--- config.mk ---
export PLATFORM = sky130hd
export DESIGN_NAME = chain_dma
export DESIGN_NICKNAME = d
export VERILOG_FILES = /design/src/rtl/chain_dma_pkg.sv /design/src/rtl/cdma_fsm.sv /design/src/rtl/cdma_desc.sv /design/src/rtl/chain_dma.sv
export SDC_FILE = /design/constraint.sdc
export NUM_CORES = 1
export LEC_CHECK = 0
export ABC_AREA = 1
export BUFFER_PORTS_ARGS = -buffer_cell sky130_fd_sc_hd__buf_2
export CAP_MARGIN = 0
export CORE_MARGIN = 2
export CORE_UTILIZATION = 50
export CTS_CLUSTER_SIZE = 40
export DETAILED_ROUTE_END_ITERATION = 7
export PLACE_DENSITY = 0.68
export SKIP_LAST_GASP = 1
export SLEW_MARGIN = 15
export SYNTH_ARGS = -nofsm -noshare
export SYNTH_HDL_FRONTEND = slang
export SYNTH_SLANG_ARGS = --single-unit
--- constraint.sdc ---
create_clock -name clk -period 2 [get_ports clk]
set_input_delay 0.3 -clock clk [delete_from_list [all_inputs] [get_ports clk]]
set_output_delay 0.3 -clock clk [all_outputs]
set_load 0.005 [all_outputs]
--- src/rtl/chain_dma_pkg.sv ---
`timescale 1ns/1ps
package chain_dma_pkg;
    typedef enum logic [1:0] {ST_IDLE, ST_REQ, ST_WAIT, ST_DRAIN} dma_state_t;

    localparam int B_INT  = 0;
    localparam int B_ERR  = 1;
    localparam int B_TC   = 2;
    localparam int B_INTEN = 3;
    localparam int B_EN   = 4;
    localparam int B_CNTEN = 5;
    localparam int B_NXTEN = 6;
    localparam int B_DIR  = 7;
    localparam int B_RST  = 8;
    localparam int B_CYC  = 9;
    localparam int B_DRN  = 10;
    localparam int B_ARM  = 11;

    localparam logic [1:0] SEL_CSR  = 2'd0;
    localparam logic [1:0] SEL_ADDR = 2'd1;
    localparam logic [1:0] SEL_CNT  = 2'd2;
endpackage

--- src/rtl/cdma_fsm.sv ---
`timescale 1ns/1ps
module cdma_fsm
    import chain_dma_pkg::*;
#(
    parameter int DRAIN_CYCLES = 4
) (
    input  logic clk,
    input  logic rst_n,
    input  logic run,
    input  logic dma_en,
    input  logic rst_bit,
    input  logic dir_wr,
    input  logic last,
    input  logic can_chain,
    input  logic mem_gnt,
    input  logic mem_done,
    input  logic mem_err,
    output logic mem_req,
    output logic cyc_pend,
    output logic draining,
    output logic step,
    output logic err_evt,
    output logic tc_evt,
    output logic promote,
    output logic stop
);
    localparam int DW = $clog2(DRAIN_CYCLES) + 1;

    dma_state_t     state, state_nx;
    logic [DW-1:0]  drn_cnt;

    // state register and drain counter
    always_ff @(posedge clk or negedge rst_n) begin
        if (!rst_n) begin
            state   <= ST_IDLE;
            drn_cnt <= '0;
        end else begin
            state <= state_nx;
            if (state_nx == ST_DRAIN && state != ST_DRAIN)
                drn_cnt <= DW'(DRAIN_CYCLES - 1);
            else if (state == ST_DRAIN && drn_cnt != '0)
                drn_cnt <= drn_cnt - 1'b1;
        end
    end

    // transitions
    always_comb begin
        state_nx = state;
        unique case (state)
            ST_IDLE:  if (run) state_nx = ST_REQ;
            ST_REQ: begin
                if (mem_gnt)                 state_nx = ST_WAIT;
                else if (!dma_en || rst_bit) state_nx = ST_IDLE;
            end
            ST_WAIT: begin
                if (mem_done) begin
                    if (rst_bit)      state_nx = dir_wr ? ST_DRAIN : ST_IDLE;
                    else if (mem_err) state_nx = ST_IDLE;
                    else if (dma_en && (!last || can_chain)) state_nx = ST_REQ;
                    else              state_nx = ST_IDLE;
                end
            end
            ST_DRAIN: if (drn_cnt == '0) state_nx = ST_IDLE;
        endcase
    end

    // outputs
    always_comb begin
        mem_req  = (state == ST_REQ);
        cyc_pend = (state == ST_WAIT);
        draining = (state == ST_DRAIN);
        step     = cyc_pend && mem_done && !mem_err && !rst_bit;
        err_evt  = cyc_pend && mem_done && mem_err && !rst_bit;
        tc_evt   = step && last;
        promote  = tc_evt && can_chain;
        stop     = tc_evt && !can_chain;
    end
endmodule

--- src/rtl/cdma_desc.sv ---
`timescale 1ns/1ps
module cdma_desc #(
    parameter int ADDR_W      = 32,
    parameter int CNT_W       = 24,
    parameter int BURST_BYTES = 64
) (
    input  logic              clk,
    input  logic              rst_n,
    input  logic              flush,
    input  logic              cnt_wr,
    input  logic [CNT_W-1:0]  cnt_wdata,
    input  logic              addr_wr,
    input  logic [ADDR_W-1:0] addr_wdata,
    input  logic              cnt_en,
    input  logic              step,
    input  logic              promote,
    input  logic              stop,
    output logic [ADDR_W-1:0] cur_addr,
    output logic [CNT_W-1:0]  cur_cnt,
    output logic              cur_valid,
    output logic              armed,
    output logic              last
);
    localparam int OFF_W = $clog2(BURST_BYTES);
    localparam logic [CNT_W-1:0]  CNT_MASK  = ~CNT_W'((1 << OFF_W) - 1);
    localparam logic [ADDR_W-1:0] ADDR_MASK = ~ADDR_W'((1 << OFF_W) - 1);

    logic [ADDR_W-1:0] nxt_addr;
    logic [CNT_W-1:0]  nxt_cnt;

    always_ff @(posedge clk or negedge rst_n) begin
        if (!rst_n) begin
            cur_addr  <= '0;
            cur_cnt   <= '0;
            nxt_addr  <= '0;
            nxt_cnt   <= '0;
            cur_valid <= 1'b0;
            armed     <= 1'b0;
        end else begin
            if (cnt_wr) nxt_cnt <= cnt_wdata & CNT_MASK;
            if (flush) begin
                cur_valid <= 1'b0;
                armed     <= 1'b0;
            end else begin
                if (step) begin
                    cur_addr <= cur_addr + ADDR_W'(BURST_BYTES);
                    if (cnt_en) cur_cnt <= cur_cnt - CNT_W'(BURST_BYTES);
                end
                if (promote) begin
                    cur_addr <= nxt_addr;
                    cur_cnt  <= nxt_cnt;
                    armed    <= 1'b0;
                end
                if (stop) cur_valid <= 1'b0;
                if (addr_wr && nxt_cnt != '0) begin
                    if (!cur_valid) begin
                        cur_addr  <= addr_wdata & ADDR_MASK;
                        cur_cnt   <= nxt_cnt;
                        cur_valid <= 1'b1;
                    end else begin
                        nxt_addr <= addr_wdata & ADDR_MASK;
                        armed    <= 1'b1;
                    end
                end
            end
        end
    end

    assign last = cnt_en && (cur_cnt == CNT_W'(BURST_BYTES));
endmodule

--- src/rtl/chain_dma.sv ---
`timescale 1ns/1ps
module chain_dma
    import chain_dma_pkg::*;
#(
    parameter int ADDR_W       = 32,
    parameter int CNT_W        = 24,
    parameter int BURST_WORDS  = 16,
    parameter int DRAIN_CYCLES = 4
) (
    input  logic              clk,
    input  logic              rst_n,
    input  logic [1:0]        reg_sel,
    input  logic              reg_wr,
    input  logic [31:0]       reg_wdata,
    output logic [31:0]       reg_rdata,
    output logic              mem_req,
    input  logic              mem_gnt,
    output logic              mem_we,
    output logic [ADDR_W-1:0] mem_addr,
    input  logic              mem_done,
    input  logic              mem_err,
    output logic              irq
);
    localparam int BURST_BYTES = BURST_WORDS * 4;

    logic int_pend, err_pend, tc, int_en, dma_en, cnt_en, nxt_en, dir_wr, rst_bit;
    logic cyc_pend, draining, busy;
    logic step, err_evt, tc_evt, promote, stop;
    logic cur_valid, armed, last, can_chain, run;
    logic [ADDR_W-1:0] cur_addr;
    logic [CNT_W-1:0]  cur_cnt;
    logic csr_wr, cnt_wr, addr_wr;

    assign csr_wr    = reg_wr && (reg_sel == SEL_CSR);
    assign cnt_wr    = reg_wr && (reg_sel == SEL_CNT);
    assign addr_wr   = reg_wr && (reg_sel == SEL_ADDR);
    assign busy      = cyc_pend | draining;
    assign can_chain = nxt_en & armed;
    assign run       = dma_en & cur_valid & ~rst_bit;

    always_ff @(posedge clk or negedge rst_n) begin
        if (!rst_n) begin
            int_pend <= 1'b0; err_pend <= 1'b0; tc     <= 1'b0;
            int_en   <= 1'b0; dma_en   <= 1'b0; cnt_en <= 1'b0;
            nxt_en   <= 1'b0; dir_wr   <= 1'b0; rst_bit <= 1'b0;
        end else begin
            if (csr_wr) begin
                int_en <= reg_wdata[B_INTEN];
                cnt_en <= reg_wdata[B_CNTEN];
                nxt_en <= reg_wdata[B_NXTEN];
                dir_wr <= reg_wdata[B_DIR];
                dma_en <= reg_wdata[B_EN] & ~reg_wdata[B_RST] & ~(rst_bit & busy);
                if (reg_wdata[B_RST])  rst_bit <= 1'b1;
                else if (!busy)        rst_bit <= 1'b0;
                if (reg_wdata[B_INT])  int_pend <= 1'b0;
                if (reg_wdata[B_ERR])  err_pend <= 1'b0;
                if (reg_wdata[B_TC])   tc       <= 1'b0;
            end
            if (tc_evt) begin
                tc <= 1'b1;
                if (int_en) int_pend <= 1'b1;
            end
            if (err_evt) begin
                err_pend <= 1'b1;
                dma_en   <= 1'b0;
            end
            if (stop) dma_en <= 1'b0;
            if (rst_bit) begin
                int_pend <= 1'b0;
                err_pend <= 1'b0;
            end
        end
    end

    cdma_fsm #(.DRAIN_CYCLES(DRAIN_CYCLES)) u_fsm (
        .clk(clk), .rst_n(rst_n), .run(run), .dma_en(dma_en), .rst_bit(rst_bit),
        .dir_wr(dir_wr), .last(last), .can_chain(can_chain),
        .mem_gnt(mem_gnt), .mem_done(mem_done), .mem_err(mem_err),
        .mem_req(mem_req), .cyc_pend(cyc_pend), .draining(draining),
        .step(step), .err_evt(err_evt), .tc_evt(tc_evt),
        .promote(promote), .stop(stop)
    );

    cdma_desc #(.ADDR_W(ADDR_W), .CNT_W(CNT_W), .BURST_BYTES(BURST_BYTES)) u_desc (
        .clk(clk), .rst_n(rst_n), .flush(rst_bit),
        .cnt_wr(cnt_wr), .cnt_wdata(reg_wdata[CNT_W-1:0]),
        .addr_wr(addr_wr), .addr_wdata(reg_wdata[ADDR_W-1:0]),
        .cnt_en(cnt_en), .step(step), .promote(promote), .stop(stop),
        .cur_addr(cur_addr), .cur_cnt(cur_cnt), .cur_valid(cur_valid),
        .armed(armed), .last(last)
    );

    assign mem_addr = cur_addr;
    assign mem_we   = dir_wr;
    assign irq      = (int_pend & int_en) | err_pend;

    always_comb begin
        reg_rdata = '0;
        unique case (reg_sel)
            SEL_CSR: begin
                reg_rdata[B_INT]   = int_pend;
                reg_rdata[B_ERR]   = err_pend;
                reg_rdata[B_TC]    = tc;
                reg_rdata[B_INTEN] = int_en;
                reg_rdata[B_EN]    = dma_en;
                reg_rdata[B_CNTEN] = cnt_en;
                reg_rdata[B_NXTEN] = nxt_en;
                reg_rdata[B_DIR]   = dir_wr;
                reg_rdata[B_RST]   = rst_bit;
                reg_rdata[B_CYC]   = cyc_pend;
                reg_rdata[B_DRN]   = draining;
                reg_rdata[B_ARM]   = armed;
            end
            SEL_ADDR: reg_rdata = 32'(cur_addr);
            SEL_CNT:  reg_rdata = 32'(cur_cnt);
            default:  reg_rdata = '0;
        endcase
    end
endmodule

==> impl_metrics.env, run 1 <==
export IMPL_status="completed"
export IMPL_first_pass_iters=7
export IMPL_seqCellArea_um2=2910
export IMPL_drc_errors=0
export IMPL_r2r_slack_ns=0.06
export IMPL_hpwl_um=17000
export IMPL_cts_sinks=116
export IMPL_place_gp_congestion=0.969
export IMPL_via_count=7547
export IMPL_maxClockFrequency_mhz=514
export IMPL_fin_nets=1257
export IMPL_portBuffers=106
export IMPL_via_per_inst=5.39
export IMPL_cp_arrival_ns=2.26
export IMPL_coreArea_um2=13900
export IMPL_n_fill_cell=1232
export IMPL_grt_overflow_total=0
export IMPL_finClkSkew_ns=0.0131
export IMPL_worstSetupEndpoint="u_desc.cur_addr[30]"
export IMPL_syn_to_final_growth_pct=29.5
export IMPL_multi_input_area_um2=3520
export IMPL_cellLeakagePower_nw=5.02
export IMPL_fp_dieH_um=123
export IMPL_critPathRequiredTime_ns=2.31
export IMPL_rsz0062_at_grt="true"
export IMPL_ys_seq_area_share_pct=40.7
export IMPL_clk_pin_slew_worst_paths_ns=0.06
export IMPL_final_antenna_net_count=0
export IMPL_synth_common_cells="nand2_1 (323), inv_1 (150), dfrtp_1 (116)"
export IMPL_layout_setup_ws_ns=0.0561
export IMPL_die_area_um2=15300
export IMPL_synthCells=1033
export IMPL_design_area_um2=9250
export IMPL_track_usage_pct=31.0
export IMPL_rows=43
export IMPL_cts_tree="done"
export IMPL_synth_distinct_cells=42
export IMPL_dieWidth_um=123
export IMPL_setup_violations=0
export IMPL_synth_edf_count=0
export IMPL_synth_area_leader_cell="dfrtp_1"
export IMPL_mappedNetlistNets=1082
export IMPL_r2r_cells=11
export IMPL_hold_class="input pin to flop"
export IMPL_finalHoldViolCount=0
export IMPL_drive_gt1_share_pct=22.1
export IMPL_drt_iter0_drc=655
export IMPL_peakVddDrop_mv=0.717
export IMPL_slew_viol_final=0
export IMPL_period_share_pct=97.2
export IMPL_antenna_found_initial=0
export IMPL_startpoint="u_desc.nxt_cnt[21]"
export IMPL_fin_crit_ns=1.94
export IMPL_cp_end_kind="flop"
export IMPL_place_ws_ns=0.00693
export IMPL_cts_root_buf="clkbuf_16"
export IMPL_ys_ff_latch=116
export IMPL_postPlaceCellArea_um2=8270
export IMPL_io_pins=107
export IMPL_start_util_pct=51.2
export IMPL_worstMarginPinSlew_ns=0.574
export IMPL_async_reset_ff_share_pct=100
export IMPL_cts_buffers_inserted=17
export IMPL_worstSkewPairLatency_ns=0.43
export IMPL_timing_rr_end="u_desc.cur_addr[30]"
export IMPL_crit_type="flop to flop"
export IMPL_yosysWarnings=0
export IMPL_totalWireLength_um=23400
export IMPL_power_density_nw_per_um2=1230
export IMPL_grt_max_degree=59
export IMPL_insertedDiodeCount=0
export IMPL_startpoint_type="flop"
export IMPL_synth_top_cell_area_share_pct=40.7
export IMPL_cp_max_fo=7
export IMPL_synth_area_leaders="dfrtp_1 (41%), nand2_1 (17%), inv_1 (7.9%)"
export IMPL_cts_buffer_depth=2
export IMPL_wire_per_inst_um=16.7
export IMPL_ys_flop_type="dfrtp_1"
export IMPL_yosysMostFrequentCell="nand2_1"
export IMPL_min_delay_path_depth=3
export IMPL_h_tree_depth=4
export IMPL_grt_pass1_wl_um=35700
export IMPL_maxCapViolCount=0
export IMPL_regToRegStartpoint="u_desc.nxt_cnt[21]"
export IMPL_mappedNetlistArea_um2=7140
export IMPL_maxSlewHeadroom_pct=61.7
export IMPL_grt_pass1_vias=6714
export IMPL_synth_avg_cell_area_um2=6.91
[worst min-delay path by stage]
stage	startpoint	to	slack (ns)
after floorplan	rst_n	cnt_en	0.004
after global placement	rst_n	tc	0.24
after detailed placement	rst_n	u_desc.cur_addr[5]	0.24
after CTS	reg_wdata[3]	int_en	0.07
after global routing	reg_wdata[3]	int_en	0.1
final	reg_wdata[3]	int_en	0.08
[cells by family (layout without fill, tap and decap cells)]
logic type                 Yosys count  in the layout  synth area share (%)
muxes                                7              7                  1.10
adders and majority gates            9              9                  1.58
xor gates and xnor gates            15             15                  1.84
AOI/OAI and AO/OA                  140            140                  10.9
and+or+nand+nor                    555            555                  32.6
buffers and inverters              191            379                  11.3
DFF                                116            116                  40.7
[timing repair]
| action | 4_1_cts | 5_1_grt |
|---|---|---|
| setup endpoints to repair | 1 | 48 |
| resized for setup | 4 | 34 |
| pin swaps | 0 | 8 |
| hold buffers | 1 | 0 |
| buffers inserted | 0 | 13 |
| cloned | 0 | 2 |
| hold endpoints to repair | 23 | 0 |
[stage by stage]
step                instances  TNS, ns  total power, mW  hold WS [ns]  utilization (%)
finish                   1401        0             11.3        0.0800             66.4
global route             1401   -0.196             12.0        0.0993             66.4
CTS                      1386        0             11.2        0.0706             64.5
detailed placement       1353        0             7.56         0.241             59.4
global placement         1353        0             7.50         0.239             59.4
floorplan                1033        0             5.74       0.00441                -
[layout make-up]
class | instances | share of cell area, %
multi-input combinational | 726 | 38.0
tap | 180 | 2.44
inverter | 155 | 6.45
sequential | 116 | 31.4
clock inverter | 14 | 2.65
clock buffer | 18 | 4.75
timing repair buffer | 192 | 14.3
[layer usage]
layer	GRT usage, %	share of wire (%)
met4	9.30	2.4
met1	44.8	44
met5	0	0
met3	5.90	8.1
met2	47.1	46
[registers in the layout, indices dropped and copies added (netlist names)]
register / flops
u_fsm.drn_cnt: 3
u_desc.armed: 1
mem_we: 1
u_fsm.state: 2
u_desc.nxt_addr: 26
u_desc.nxt_cnt: 18
int_en: 1
u_desc.cur_cnt: 24
cnt_en: 1
dma_en: 1
nxt_en: 1
tc: 1
int_pend: 1
err_pend: 1
rst_bit: 1
u_desc.cur_valid: 1
u_desc.cur_addr: 32
[power by group]
group	internal [mW]	leakage, nW	switching, mW
logic	1.67	3.18	2.42
clock network	2.39	0.332	1.18
registers	2.97	1.51	0.706
[critical path, stage by stage (launching register included)]
cell	delay, ns
dfrtp_1	0.43
nor2_1	0.13
nor3b_2	0.23
nand3_1	0.18
nand3_4	0.20
clkinvlp_4	0.11
buf_4	0.17
buf_4	0.13
o21ai_1	0.10
nand2_1	0.06
nand2_1	0.05
nand2_1	0.04
[placed cells by master (no fill, tap or decap), types with 9 or more instances in the layout]
master / count
a21oi_1: 9
buf_2: 105
buf_4: 74
clkbuf_16: 19
dfrtp_1: 113
inv_1: 148
nand2_1: 320
nand3_1: 96
nand4_1: 12
nor2_1: 83
nor2_2: 11
o21ai_0: 93
o22ai_1: 13
xor2_1: 15
Power figures use the tool's default switching activity.
==> inputs of run 2 (changes only) <==
- CORE_ASPECT_RATIO: not set -> 1.1
==> run 2 against run 1 <==
Utilization is 0.086 points higher. Clock-buffer cell count increased by 5. Sequential share of layout area barely moved. Combinational power increased by 1%. Critical endpoint is now u_desc.cur_cnt[14]. Fmax rose by 0.96%. First-iteration DRC count up 4.7%. Largest cell class unchanged. Highest routed layer unchanged.
==> impl_metrics.env, run 2 (synthesis gave the netlist of run 1 again) <==
export IMPL_syn_to_final_growth_pct=29.4
export IMPL_coreArea_um2=13900
export IMPL_wire_per_inst_um=16.2
export IMPL_total_power_mw=11.2
export IMPL_rows=45
export IMPL_totalWireLength_um=22900
export IMPL_finalHoldViolCount=0
export IMPL_cp_slowest_stage_delay_ns=0.39
export IMPL_via_count=7450
export IMPL_place_ws_ns=0.0505
export IMPL_grt_pass1_vias=6813
export IMPL_die_area_um2=15300
export IMPL_final_antenna_net_count=0
export IMPL_cp_arrival_ns=2.20
export IMPL_via_per_inst=5.28
export IMPL_place_gp_congestion=0.946
export IMPL_largest_register_ffs=32
export IMPL_worstSkewPairLatency_ns=0.42
export IMPL_cp_end_kind="flop"
export IMPL_track_usage_pct=30.0
export IMPL_slowest_stage="dfrtp_1"
export IMPL_utilization_pct=66.5
export IMPL_cts_root_buf="clkbuf_16"
export IMPL_peakVddDrop_mv=0.641
export IMPL_setup_violations=0
export IMPL_cts_buffer_depth=2
export IMPL_start_util_pct=51.3
export IMPL_dp_cells=1369
export IMPL_worst_path_buf_inv=2
export IMPL_first_pass_iters=7
export IMPL_drc_errors=0
export IMPL_drt_iter0_drc=686
export IMPL_hold_class="input pin to flop"
export IMPL_power_density_nw_per_um2=1210
export IMPL_final_common_cell="nand2_1"
export IMPL_grt_overflow_total=0
export IMPL_worstPathCellList="inv_2, ha_2, nand3_2, or2_0, nor2_1, nand3_2, nand2_4, buf_12, nand2_1, nand3_1, o21ai_1"
export IMPL_startpoint_type="flop"
export IMPL_largest_register="u_desc.cur_addr"
export IMPL_h_tree_depth=4
export IMPL_rsz0062_at_grt="true"
export IMPL_critPathRequiredTime_ns=2.27
export IMPL_fp_dieH_um=129
export IMPL_dieWidth_um=118
export IMPL_drive_gt1_share_pct=21.9
export IMPL_hold_ws_ns=0.0784
export IMPL_crit_type="flop to flop"
export IMPL_maxCapViolCount=0
export IMPL_final_cell_count_no_fill=1412
export IMPL_status="completed"
export IMPL_maxSlewHeadroom_pct=57.9
export IMPL_period_share_pct=96.3
export IMPL_worstMarginPinSlew_ns=0.632
export IMPL_cts_tree="done"
export IMPL_finClkSkew_ns=0.00868
export IMPL_slew_viol_final=0
export IMPL_cts_sinks=116
export IMPL_cts_buffers_inserted=17
export IMPL_top_regs="u_desc.cur_addr: 32 flops, u_desc.nxt_addr: 26 flops, u_desc.cur_cnt: 24 flops"
export IMPL_insertedDiodeCount=0
export IMPL_cp_top_family="simple AND/OR/NAND/NOR gates"
export IMPL_grt_pass1_wl_um=35600
export IMPL_cellLeakagePower_nw=5.04
export IMPL_layout_cells_most_common_list="nand2_1 (321), inv_1 (147), dfrtp_1 (116)"
export IMPL_fin_crit_ns=1.93
export IMPL_clk_pin_slew_worst_paths_ns=0.05
export IMPL_cp_max_fo=7
export IMPL_maxClockFrequency_mhz=519
export IMPL_portBuffers=106
export IMPL_grt_max_degree=55
export IMPL_path_common_cell="nand3_2"
export IMPL_layout_setup_ws_ns=0.0746
export IMPL_io_pins=107
export IMPL_hpwl_um=16700
export IMPL_antenna_found_initial=0
export IMPL_fin_nets=1260
[run 2: routing by layer]
metal  vias up  part of all wire (%)  GRT usage, %
met5         -                     0             0
li1       3650                     -             -
met2       299                    47          47.5
met4         0                   2.5          11.0
met3        40                   6.6          5.90
met1      3461                    44          41.3
[run 2: worst register-to-register path, delay by kind of cell, from the launching register on]
kind                       cells  cell delay [ns]
buffers and inverters          2             0.21
DFF                            1             0.39
adders and majority gates      1             0.16
and+or+nand+nor                7             0.94
AOI/OAI and AO/OA              1             0.08
[run 2: final cells by class]
class / instances / area (µm²)
clock buffers: 23 / 478
clock inverters: 9 / 174
fillers: 1269 / 4670
inverters: 155 / 592
multi-input cells: 726 / 3540
flip-flops and latches: 116 / 2900
well taps: 188 / 235
repair buffers: 195 / 1320
[run 2: final timing paths]
path	end	from	slack [ns]	depth (start not counted)
setup / recovery	u_desc.cur_cnt[14]	u_desc.cur_cnt[7]	0.07	11
hold / removal	int_en	reg_wdata[3]	0.08	3
setup reg to reg	u_desc.cur_cnt[14]	u_desc.cur_cnt[7]	0.07	11
hold reg to reg	tc	tc	0.49	2
max in group asynchronous	u_desc.cur_addr[9]	rst_n	0.93	4
min in group asynchronous	u_desc.cur_addr[0]	rst_n	0.36	2
[run 2: what timing repair did]
| item | CTS | global route |
|---|---|---|
| endpoints found under the hold margin | 24 | 0 |
| hold buffers | 1 | 0 |
| pin swaps | 0 | 11 |
| buffers inserted | 0 | 9 |
| gates resized for setup | 1 | 36 |
| cloned | 0 | 2 |
| endpoints found under the setup margin | 1 | 48 |
[run 2: report_power, final]
| group | internal, mW | leakage (nW) | switching (mW) |
|---|---|---|---|
| Sequential | 2.97 | 1.51 | 0.663 |
| Combinational | 1.69 | 3.20 | 2.46 |
| Clock | 2.30 | 0.321 | 1.09 |
[run 2: per-stage QoR]
step,area [µm²],setup TNS [ns]
floorplan,7140,0
global placement,8340,0
detailed placement,8340,0
CTS,9010,0
global route,9240,-0.707
finish,9240,0
==> inputs of run 3 (changes only) <==
- CORE_ASPECT_RATIO: 1.1 -> 1.4
- PLACE_DENSITY: 0.68 -> 0.81
==> run 3 against run 2 <==
Sequential power about the same. Via count up 4.7%. Largest cell class unchanged. Hold slack better by 0.016 ns. Non-clock buffer count down 2. Critical endpoint is now u_desc.cur_cnt[18]. Highest routed layer unchanged. Fmax down 2.7%. Clock-buffer cell count down 1. Die area about the same. Utilization down 0.063 points. Worst setup slack worse by 0.054 ns.
==> impl_metrics.env, run 3 (synthesis gave the netlist of run 1 again) <==
export IMPL_h_tree_depth=4
export IMPL_cts_buffers_inserted=17
export IMPL_io_pins=107
export IMPL_crit_type="flop to flop"
export IMPL_fin_crit_ns=1.98
export IMPL_utilization_pct=66.4
export IMPL_dieWidth_um=105
export IMPL_cts_root_buf="clkbuf_16"
export IMPL_coreArea_um2=13900
export IMPL_first_pass_iters=6
export IMPL_dp_cells=1363
export IMPL_final_cell_count_no_fill=1406
export IMPL_insertedDiodeCount=0
export IMPL_grt_pass1_wl_um=36900
export IMPL_finalHoldViolCount=0
export IMPL_maxSlewHeadroom_pct=59.4
export IMPL_worstMarginPinSlew_ns=0.610
export IMPL_portBuffers=106
export IMPL_maxClockFrequency_mhz=505
export IMPL_cp_end_kind="flop"
export IMPL_largest_register_ffs=32
export IMPL_critPathRequiredTime_ns=2.27
export IMPL_r2r_cells=10
export IMPL_fin_nets=1259
export IMPL_finClkSkew_ns=0.00700
export IMPL_rows=51
export IMPL_postPlaceCellArea_um2=8320
export IMPL_drt_iter0_drc=660
export IMPL_n_fill_cell=1154
export IMPL_cts_tree="done"
export IMPL_wire_per_inst_um=16.9
export IMPL_cellLeakagePower_nw=5.02
export IMPL_cts_buffer_depth=2
export IMPL_power_density_nw_per_um2=1210
export IMPL_cts_sinks=116
export IMPL_hold_class="input pin to flop"
export IMPL_start_util_pct=51.3
export IMPL_antenna_found_initial=0
export IMPL_top_regs="u_desc.cur_addr: 32 flops, u_desc.nxt_addr: 26 flops, u_desc.cur_cnt: 24 flops"
export IMPL_maxCapViolCount=0
export IMPL_seqCellArea_um2=2900
export IMPL_grt_overflow_total=0
export IMPL_final_antenna_net_count=0
export IMPL_drc_errors=0
export IMPL_rsz0062_at_grt="true"
export IMPL_setup_violations=0
export IMPL_drive_gt1_share_pct=22.2
export IMPL_via_per_inst=5.55
export IMPL_multi_input_area_um2=3540
export IMPL_die_area_um2=15300
export IMPL_min_delay_path_depth=3
export IMPL_design_area_um2=9240
export IMPL_peakVddDrop_mv=0.654
export IMPL_hold_ws_ns=0.0949
export IMPL_worstSkewPairLatency_ns=0.42
export IMPL_layout_cells_most_common_list="nand2_1 (321), inv_1 (146), dfrtp_1 (115)"
export IMPL_finalSetupTns_ns=0
export IMPL_slew_viol_final=0
export IMPL_largest_register="u_desc.cur_addr"
export IMPL_grt_max_degree=55
export IMPL_track_usage_pct=30.5
export IMPL_startpoint_type="flop"
export IMPL_syn_to_final_growth_pct=29.4
export IMPL_final_common_cell="nand2_1"
export IMPL_hpwl_um=16500
export IMPL_cp_arrival_ns=2.25
export IMPL_cp_max_fo=28
export IMPL_fp_dieH_um=145
export IMPL_status="completed"
export IMPL_place_gp_congestion=0.966
export IMPL_via_count=7798
export IMPL_totalWireLength_um=23800
export IMPL_period_share_pct=99.0
export IMPL_grt_pass1_vias=7484
export IMPL_clk_pin_slew_worst_paths_ns=0.05
run 3: final timing paths:
check	start	endpoint	slack, ns
worst max-delay path	u_desc.cur_cnt[23]	u_desc.cur_cnt[18]	0.02
worst min-delay path	reg_wdata[3]	int_en	0.09
min in group asynchronous	rst_n	u_fsm.state[0]	0.39
worst min register to register	u_desc.nxt_addr[20]	u_desc.nxt_addr[20]	0.48
max in group asynchronous	rst_n	u_desc.cur_addr[6]	0.97
worst max register to register	u_desc.cur_cnt[23]	u_desc.cur_cnt[18]	0.02
run 3: final cells by class:
type | instances | share of cell area, %
repair buffers | 193 | 14.2
repair inverters | 1 | 0.0813
well taps | 185 | 2.51
inverters | 155 | 6.46
multi-input cells | 726 | 38.3
clock inverters | 8 | 1.60
clock buffers | 22 | 5.35
flip-flops and latches | 116 | 31.4
run 3: critical path, stage by stage, from the launching register on:
cell and delay [ns]:
dfrtp_1 0.39, nor2_1 0.19, nand3_2 0.10, or2_1 0.25
nor2_2 0.16, nand3_4 0.15, nand2_2 0.14, buf_12 0.19
nand2_1 0.07, nand3_1 0.09, o21ai_0 0.10
run 3: what timing repair did:
action	in CTS	in global routing
hold buffers	1	0
resized for setup	3	40
gates cloned	0	3
buffers inserted	0	9
setup endpoints to repair	14	61
pin swaps	0	5
endpoints found under the hold margin	29	0
run 3: report_power, final:
part / switching, mW / leakage [nW] / internal (mW)
sequential: 0.633 / 1.51 / 2.97
clock: 1.11 / 0.306 / 2.23
combinational: 2.48 / 3.20 / 1.71
total: 4.22 / 5.02 / 6.91
run 3: metrics by stage:
step | setup slack [ns] | power [mW]
4_1_cts | -0.0186 | 10.9
2_1_floorplan | 0.297 | 5.74
6_report | 0.0207 | 11.1
5_1_grt | -0.115 | 11.8
3_5_place_dp | -0.0978 | 7.56
3_3_place_gp | -0.0617 | 7.48
run 3: metal layers:
metal  wire length (µm)  GRT usage [%]
met1               8820           35.7
met2              11900           51.2
met3               1730           6.14
met4               1350           18.9
met5                  0              0
